[config.mk]
export PLATFORM = sky130hd
export DESIGN_NAME = pix_capture_fb
export DESIGN_NICKNAME = d
export VERILOG_FILES = /design/src/rtl/pcap_pkg.sv /design/src/rtl/pcap_phase.sv /design/src/rtl/pcap_pack.sv /design/src/rtl/pcap_addr.sv /design/src/rtl/pix_capture_fb.sv
export SDC_FILE = /design/constraint.sdc
export NUM_CORES = 1
export LEC_CHECK = 0
export CAP_MARGIN = 20
export CORE_UTILIZATION = 49
export CTS_CLUSTER_SIZE = 25
export DETAILED_ROUTE_END_ITERATION = 8
export GPL_TIMING_DRIVEN = 0
export HOLD_SLACK_MARGIN = 0.12
export MAX_ROUTING_LAYER = met4
export PLACE_DENSITY = 0.75
export SYNTH_ARGS = -nofsm -noshare
export SYNTH_HDL_FRONTEND = slang
export SYNTH_HIERARCHICAL = 1
export SYNTH_SLANG_ARGS = --single-unit
[constraint.sdc]
create_clock -name pclk -period 1.6 [get_ports pclk]
set_input_delay 0.32 -clock pclk [delete_from_list [all_inputs] [get_ports pclk]]
set_output_delay 0.32 -clock pclk [all_outputs]
set_load 0.005 [all_outputs]
[src/rtl/pcap_pkg.sv]
package pcap_pkg;

    typedef logic [7:0] cam_byte_t;

    typedef enum logic {
        PH_HI = 1'b0,
        PH_LO = 1'b1
    } phase_e;

    // Channel MSB positions inside the 16-bit {hi,lo} pixel word.
    localparam int RED_MSB = 15;
    localparam int GRN_MSB = 10;
    localparam int BLU_MSB = 4;
    localparam int PIX16_W = 16;

endpackage

[src/rtl/pcap_phase.sv]
module pcap_phase
    import pcap_pkg::*;
(
    input  logic      clk,
    input  logic      rst_n,
    input  logic      vsync,
    input  logic      href,
    input  cam_byte_t din,
    output logic      pair_done,
    output cam_byte_t hi_byte
);

    typedef struct packed {
        phase_e    ph;
        cam_byte_t hi;
    } ph_state_t;

    ph_state_t s_d, s_q;
    logic      live;

    always_comb begin
        s_d  = s_q;
        live = href & ~vsync;
        if (!live) begin
            s_d.ph = PH_HI;
        end else if (s_q.ph == PH_HI) begin
            s_d.ph = PH_LO;
            s_d.hi = din;
        end else begin
            s_d.ph = PH_HI;
        end
        pair_done = live && (s_q.ph == PH_LO);
        hi_byte   = s_q.hi;
    end

    always_ff @(posedge clk or negedge rst_n) begin
        if (!rst_n) begin
            s_q <= '{ph: PH_HI, hi: '0};
        end else begin
            s_q <= s_d;
        end
    end

endmodule

[src/rtl/pcap_pack.sv]
module pcap_pack
    import pcap_pkg::*;
#(
    parameter int CH_W   = 4,
    parameter int WORD_W = 12
) (
    input  logic              luma_sel,
    input  cam_byte_t         hi_byte,
    input  cam_byte_t         lo_byte,
    output logic [WORD_W-1:0] word
);

    localparam int RGB_BITS = 3 * CH_W;

    logic [PIX16_W-1:0]  pix16;
    logic [RGB_BITS-1:0] rgb;
    logic [WORD_W-1:0]   rgb_word;
    logic [WORD_W-1:0]   luma_word;
    logic                unused_pix_bits;

    always_comb begin
        pix16 = {hi_byte, lo_byte};
        rgb   = {pix16[RED_MSB -: CH_W], pix16[GRN_MSB -: CH_W], pix16[BLU_MSB -: CH_W]};
    end

    assign unused_pix_bits = ^pix16;

    generate
        if (WORD_W > RGB_BITS) begin : g_rgb_pad
            assign rgb_word = {{(WORD_W - RGB_BITS){1'b0}}, rgb};
        end else begin : g_rgb_fit
            assign rgb_word = rgb;
        end

        if (WORD_W > 8) begin : g_luma_pad
            assign luma_word = {{(WORD_W - 8){1'b0}}, hi_byte};
        end else begin : g_luma_fit
            assign luma_word = hi_byte;
        end
    endgenerate

    always_comb begin
        word = luma_sel ? luma_word : rgb_word;
    end

endmodule

[src/rtl/pcap_addr.sv]
module pcap_addr #(
    parameter int NPIX   = 307200,
    parameter int ADDR_W = 19
) (
    input  logic              clk,
    input  logic              rst_n,
    input  logic              vsync,
    input  logic              adv,
    output logic [ADDR_W-1:0] cur_addr,
    output logic              room
);

    localparam logic [ADDR_W-1:0] LAST = ADDR_W'(NPIX - 1);

    typedef struct packed {
        logic [ADDR_W-1:0] cnt;
        logic              full;
    } ag_state_t;

    ag_state_t s_d, s_q;

    always_comb begin
        s_d = s_q;
        if (vsync) begin
            s_d.cnt  = '0;
            s_d.full = 1'b0;
        end else if (adv && !s_q.full) begin
            if (s_q.cnt == LAST) begin
                s_d.full = 1'b1;
            end else begin
                s_d.cnt = s_q.cnt + 1'b1;
            end
        end
        cur_addr = s_q.cnt;
        room     = ~s_q.full;
    end

    always_ff @(posedge clk or negedge rst_n) begin
        if (!rst_n) begin
            s_q <= '0;
        end else begin
            s_q <= s_d;
        end
    end

endmodule

[src/rtl/pix_capture_fb.sv]
module pix_capture_fb
    import pcap_pkg::*;
#(
    parameter int FRAME_W = 640,
    parameter int FRAME_H = 480,
    parameter int CH_W    = 4,
    localparam int NPIX     = FRAME_W * FRAME_H,
    localparam int ADDR_W   = (NPIX > 1) ? $clog2(NPIX) : 1,
    localparam int RGB_BITS = 3 * CH_W,
    localparam int WORD_W   = (RGB_BITS > 8) ? RGB_BITS : 8
) (
    input  logic              pclk,
    input  logic              rst_n,
    input  logic              luma_sel,
    input  logic              cam_vsync,
    input  logic              cam_href,
    input  logic [7:0]        cam_data,
    output logic              wr_en,
    output logic [ADDR_W-1:0] wr_addr,
    output logic [WORD_W-1:0] wr_data
);

    typedef struct packed {
        logic              en;
        logic [ADDR_W-1:0] addr;
        logic [WORD_W-1:0] data;
    } wr_state_t;

    wr_state_t         r_d, r_q;
    logic              pair_done;
    cam_byte_t         hi_byte;
    logic [ADDR_W-1:0] cur_addr;
    logic              room;
    logic [WORD_W-1:0] packed_word;
    logic              fire;

    pcap_phase u_phase (
        .clk       (pclk),
        .rst_n     (rst_n),
        .vsync     (cam_vsync),
        .href      (cam_href),
        .din       (cam_data),
        .pair_done (pair_done),
        .hi_byte   (hi_byte)
    );

    pcap_pack #(
        .CH_W   (CH_W),
        .WORD_W (WORD_W)
    ) u_pack (
        .luma_sel (luma_sel),
        .hi_byte  (hi_byte),
        .lo_byte  (cam_data),
        .word     (packed_word)
    );

    pcap_addr #(
        .NPIX   (NPIX),
        .ADDR_W (ADDR_W)
    ) u_addr (
        .clk      (pclk),
        .rst_n    (rst_n),
        .vsync    (cam_vsync),
        .adv      (pair_done),
        .cur_addr (cur_addr),
        .room     (room)
    );

    always_comb begin
        r_d    = r_q;
        fire   = pair_done & room;
        r_d.en = fire;
        if (fire) begin
            r_d.addr = cur_addr;
            r_d.data = packed_word;
        end
    end

    always_ff @(posedge pclk or negedge rst_n) begin
        if (!rst_n) begin
            r_q <= '0;
        end else begin
            r_q <= r_d;
        end
    end

    assign wr_en   = r_q.en;
    assign wr_addr = r_q.addr;
    assign wr_data = r_q.data;

endmodule

Yosys cells after proc, flatten, opt, wreduce, memory -nomap -nowiden

Cells that the tools add are included.

Register bits: 61
Input port bits: 13
Output and inout bits: 32
Logic and storage cells: 30

Add/sub/neg operators: 1
Equal/unequal tests: 2
Mux-type cells: 7
Bitwise gates (word level): 5
Reduce and logical (&&, ||, !) cells: 8

Operators by type and width:

| cell                  | count |
|---|---|
| $mux 20               | 2 |
| $add 19x1->19 const B | 1 |
| $eq 19x19->1 const B  | 1 |
| $mux 19               | 1 |
| $mux 12               | 1 |
| $reduce_and 2->1      | 3 |
| $reduce_bool 2->1     | 2 |
| $mux 1                | 3 |
| $not 1->1             | 3 |
| $and 1x1->1           | 2 |
| $logic_and 1x1->1     | 2 |
| $ne 2x2->1 const B    | 1 |
| $logic_not 1->1       | 1 |

Depth between registers and ports, before layout

Word-level depth: 6
Depth in mapped cells: 7
Mapped depth without buffers: 6

Modules after synthesis

Netlist, hierarchy kept.

By module, submodules not included:

| module         | times used | cells an instance | area an instance (um^2) | sequential area each (um^2) |
|---|---|---|---|---|
| pcap_addr      | 1          | 138               | 1316.3                  | 500.5 |
| pix_capture_fb | 1          | 68                | 1302.5                  | 800.8 |
| pcap_phase     | 1          | 28                | 439.2                   | 225.2 |
| pcap_pack      | 1          | 13                | 158.9                   | 0.0 |

Least setup slack after synthesis

OpenSTA, ideal clock, no wires.

Kind: reg-to-reg
Start: reg u_addr.s_q, in the netlist u_addr/cur_addr[0]
End: reg u_addr.s_q, in the netlist u_addr/cur_addr[15]
Setup time: 78 ps
Arrival: 1642 ps
Data required time: 1522 ps
Slack: -120 ps
Cell stages (with the launch flop): 7
Buffers on the path: 0
Period minus slack after synthesis: 1720 ps
Path through: dfrtp_1 > ha_1 > and4_4 > nand2_4 > nor3_4 > or4_1 > a21oi_1

Cells in the longest elaborated chain, start to end: 4
Elaborated cells between the ends (all ways): 7
Those cells by class: add/sub: 1; eq/ne: 2; mux: 3; reduce/logical: 1

RTL lines:

| element                  | RTL line        | text |
|---|---|---|
| start: declaration       | pcap_addr.sv:20 | `ag_state_t s_d, s_q;` |
| start signal: assignment | pcap_addr.sv:40 | `s_q <= '0;` |
| start signal: assignment | pcap_addr.sv:42 | `s_q <= s_d;` |
| $add 19x1->19            | pcap_addr.sv:31 | `s_d.cnt = s_q.cnt + 1'b1;` |
| $mux 19                  | pcap_addr.sv:28 | `if (s_q.cnt == LAST) begin` |
| $mux 20                  | pcap_addr.sv:27 | `end else if (adv && !s_q.full) begin` |
| $mux 20                  | pcap_addr.sv:24 | `if (vsync) begin` |

Parallel ways exist; a longest one is shown, timed or not. The select of a mux whose other input is x is not followed.
A chain may end at the register's enable or synchronous reset.

Worst setup path after layout

Start: reg u_addr.s_q, in the netlist u_addr/cur_addr[0]
End: reg u_addr.s_q, in the netlist u_addr/cur_addr[7]

The elaborated chain is that of the path after synthesis.

==> results.toml <==
[timing]
skew_ns = 0.0104
worst_slack_ns = -0.172
hold_viol = 0
final_max_slew_viol_count = 0
rsz0062_at_grt = "yes"
tightest_slew_ns = 0.688
setup_viol = 15
period_share_pct = 111
clock.fmax_ghz = 0.564
hold_slack_ns = 0.512
fin_crit_ns = 1.77
slew_headroom_pct = 54.1

[layout]
n_antenna_cell = 0
layout.nets = 336
design_area_um2 = 4280
final-seq-area_um2 = 1540
drive_gt1_share_pct = 50.2
syn2layout_area_growth_pct = 33.0
n_fill_cell = 452
multi_input_area_um2 = 1530

[synthesis]
synth_top_area_cell = "dfrtp_1"
syn_inst = 247
yosysMostFrequentCell = "dfrtp_1"
synth_nets = 261
synth.top_cell.area_share_pct = 47.5
yosysSeqAreaShare_pct = 47.5
synthArstFlopShare_pct = 100
netlist_area_um2 = 3220
avgSynthCellArea_um2 = 13.0
synthFlopType = "dfrtp_1"
synthTopCellsByArea = "dfrtp_1 47%, mux2_4 20%, buf_4 6.3%"
synthTopCellsByCount = "61 x dfrtp_1, 43 x mux2_4, 27 x buf_4"
ys_seq_elements = 61
synthDistinctLibCells = 41
synth_edf_count = 0
ys_warn_count = 6

[cts]
cts_made_buffers = 9
cts_tree = "done"
clock_latency_ns = 0.35
clk_path_buf_depth = 2
htree_levels = 3
root_buffer = "clkbuf_8"
clkTransAtPathRegs_ns = 0.07
clock_sinks = 61

[drt]
ant_nets = 0
vias_per_cell = 5.24
firstDrtPassIters = 4
drt-total-wl_um = 6570
dr_total_vias = 2117
post_drt_wl_per_cell_um = 16.3
drt-initial-drc-count = 123
drc_errors = 0

[floorplanning]
fp.coreArea_um2 = 6350
start_util_pct = 50.7
io_pins = 45
dieHeight_um = 83.0
rows = 29
die_w_um = 83.0
dieArea_um2 = 6890

[placed_design]
numPortBuffers = 44
dp_hpwl_um = 4040
post_dp_cell_area_um2 = 3780
gp_congestion = 0.759

[power]
leakagePower_nw = 2.02
vdd_ir_drop_max_uv = 541
powerDensity_nw_per_um2 = 898

[worst_setup_path]
cp_slowest_cell = "dfrtp_2"
cp-start-kind = "flop"
end_kind = "flop"
critical_path_class = "flop to flop"
crit_fanout = 4
worstPathRequired_ns = 1.87
critical_path.cell_chain = "ha_4 > and4_4 > nand2_8 > o31ai_4 > buf_4 > or4_4 > a21oi_2"
cp.arrival_ns = 2.04
slowest_delay_ns = 0.44

[hold_path]
worstHoldPathType = "flop to flop"

[global_routing]
antenna_found_initial = 0
overflow = 0
grtUsageMet1_pct = 26.5
grt_busiest_layer = "met2"
met2_usage_pct = 31.5
grt_max_degree = 34
grt_pass1_wl_um = 10900
first_global_vias = 2189
grtUsageTotal_pct = 21.0
met3_usage_pct = 5.17

[flow_run]
cap_violations = 0

[outcome]
violations = "negative setup slack"
status = "finished with violations"
[what timing repair did]
| item | in CTS | in global routing |
|---|---|---|
| pin swaps | 25 | 21 |
| gates cloned | 1 | 0 |
| hold endpoints to repair | 28 | 0 |
| hold buffers | 1 | 0 |
| gates resized for setup | 17 | 21 |
| endpoints found under the setup margin | 48 | 20 |
| buffers inserted | 12 | 5 |
[critical path, delay by kind of cell (launching register included)]
family,cells,cell delay (ns)
flops,1,0.44
simple gates,3,0.69
compound gates,2,0.24
buf+inv,1,0.16
fa+ha+maj,1,0.17
[metrics by stage]
step | setup slack, ns | power (W) | setup TNS, ns | cells | util [%]
6_report | -0.172 | 0.00384 | -1.21 | 404 | 67.4
3_3_place_gp | -1.81 | 0.00242 | -132.23 | 368 | 59.3
4_1_cts | -0.125 | 0.00389 | -0.758 | 399 | 65.7
5_1_grt | -0.187 | 0.00401 | -2.15 | 404 | 67.4
2_1_floorplan | -0.0407 | 0.00212 | -0.0528 | 247 | -
3_5_place_dp | -0.712 | 0.00243 | -22.97 | 369 | 59.5
[cell type report]
| class | count | area share [%] |
|---|---|---|
| Buffer | 36 | 6.78 |
| Tap cell | 77 | 2.25 |
| Multi-Input combinational cell | 147 | 35.7 |
| Inverter | 3 | 0.263 |
| Clock buffer | 11 | 3.54 |
| Clock inverter | 5 | 1.37 |
| Sequential cell | 61 | 35.9 |
| Timing Repair Buffer | 64 | 14.2 |
[cell families (layout without fill, tap and decap cells)]
logic type / after synthesis / after routing / synth area share (%)
adders and majority gates: 1 / 1 / 0.389
buffers and inverters: 39 / 119 / 9.33
AOI/OAI and AO/OA: 21 / 21 / 5.10
DFF: 61 / 61 / 47.5
muxes: 48 / 48 / 21.8
and+or+nand+nor: 69 / 69 / 13.8
xor gates and xnor gates: 8 / 8 / 2.18
[cells in the final DEF (no fill, tap or decap), drive strengths merged, types with 2 or more instances in the layout]
| cell | Yosys | layout |
|---|---|---|
| clkbuf | 2 | 13 |
| inv | 3 | 3 |
| xor2 | 2 | 2 |
| clkdlybuf4s50 | 0 | 40 |
| and4 | 2 | 2 |
| and3 | 4 | 4 |
| or4 | 7 | 7 |
| nor2 | 11 | 11 |
| nor4 | 2 | 2 |
| buf | 34 | 54 |
| dlygate4sd2 | 0 | 2 |
| a21oi | 8 | 8 |
| o31ai | 5 | 5 |
| nand3 | 5 | 5 |
| nand4 | 2 | 2 |
| xnor2 | 6 | 6 |
| and3b | 3 | 3 |
| mux2 | 47 | 47 |
| clkinvlp | 0 | 2 |
| o21ai | 4 | 4 |
| nor2b | 3 | 3 |
| nand2 | 17 | 17 |
| nor3 | 3 | 3 |
| clkinv | 0 | 2 |
| dfrtp | 61 | 61 |
| and2b | 5 | 5 |
[registers in the layout (all words and copies together), names as in the netlist]
signal           count
wr_addr             19
wr_en                1
u_addr/s_q           1
u_phase/s_q          1
u_addr/cur_addr     19
wr_data             12
u_phase/hi_byte      8
[where the power goes]
group | switching (W) | internal (W) | leakage [nW]
registers | 0.0000736 | 0.00168 | 0.802
clock network | 0.000634 | 0.000803 | 0.102
logic | 0.000189 | 0.000469 | 1.12
[per-layer routing]
| layer | wire length, um | vias up | share of wire, % |
|---|---|---|---|
| li1 | - | 996 | - |
| met1 | 3000 | 1065 | 46 |
| met2 | 3170 | 41 | 48 |
| met3 | 223 | 15 | 3.4 |
| met4 | 173 | 0 | 2.6 |
| met5 | 0 | - | 0 |
[path summary, 6_finish.rpt]
check,start,end,slack (ns),cells past startpoint
min reg2reg,wr_addr[16],wr_addr[16],0.51,1
max reg2reg,u_addr/cur_addr[0],u_addr/cur_addr[7],-0.17,7
min in group asynchronous,rst_n,wr_addr[7],0.55,2
max,u_addr/cur_addr[0],u_addr/cur_addr[7],-0.17,7
min,wr_addr[16],wr_addr[16],0.51,1
max in group asynchronous,rst_n,u_addr/cur_addr[8],0.43,3
No activity file was read; power rests on OpenSTA's default activity.
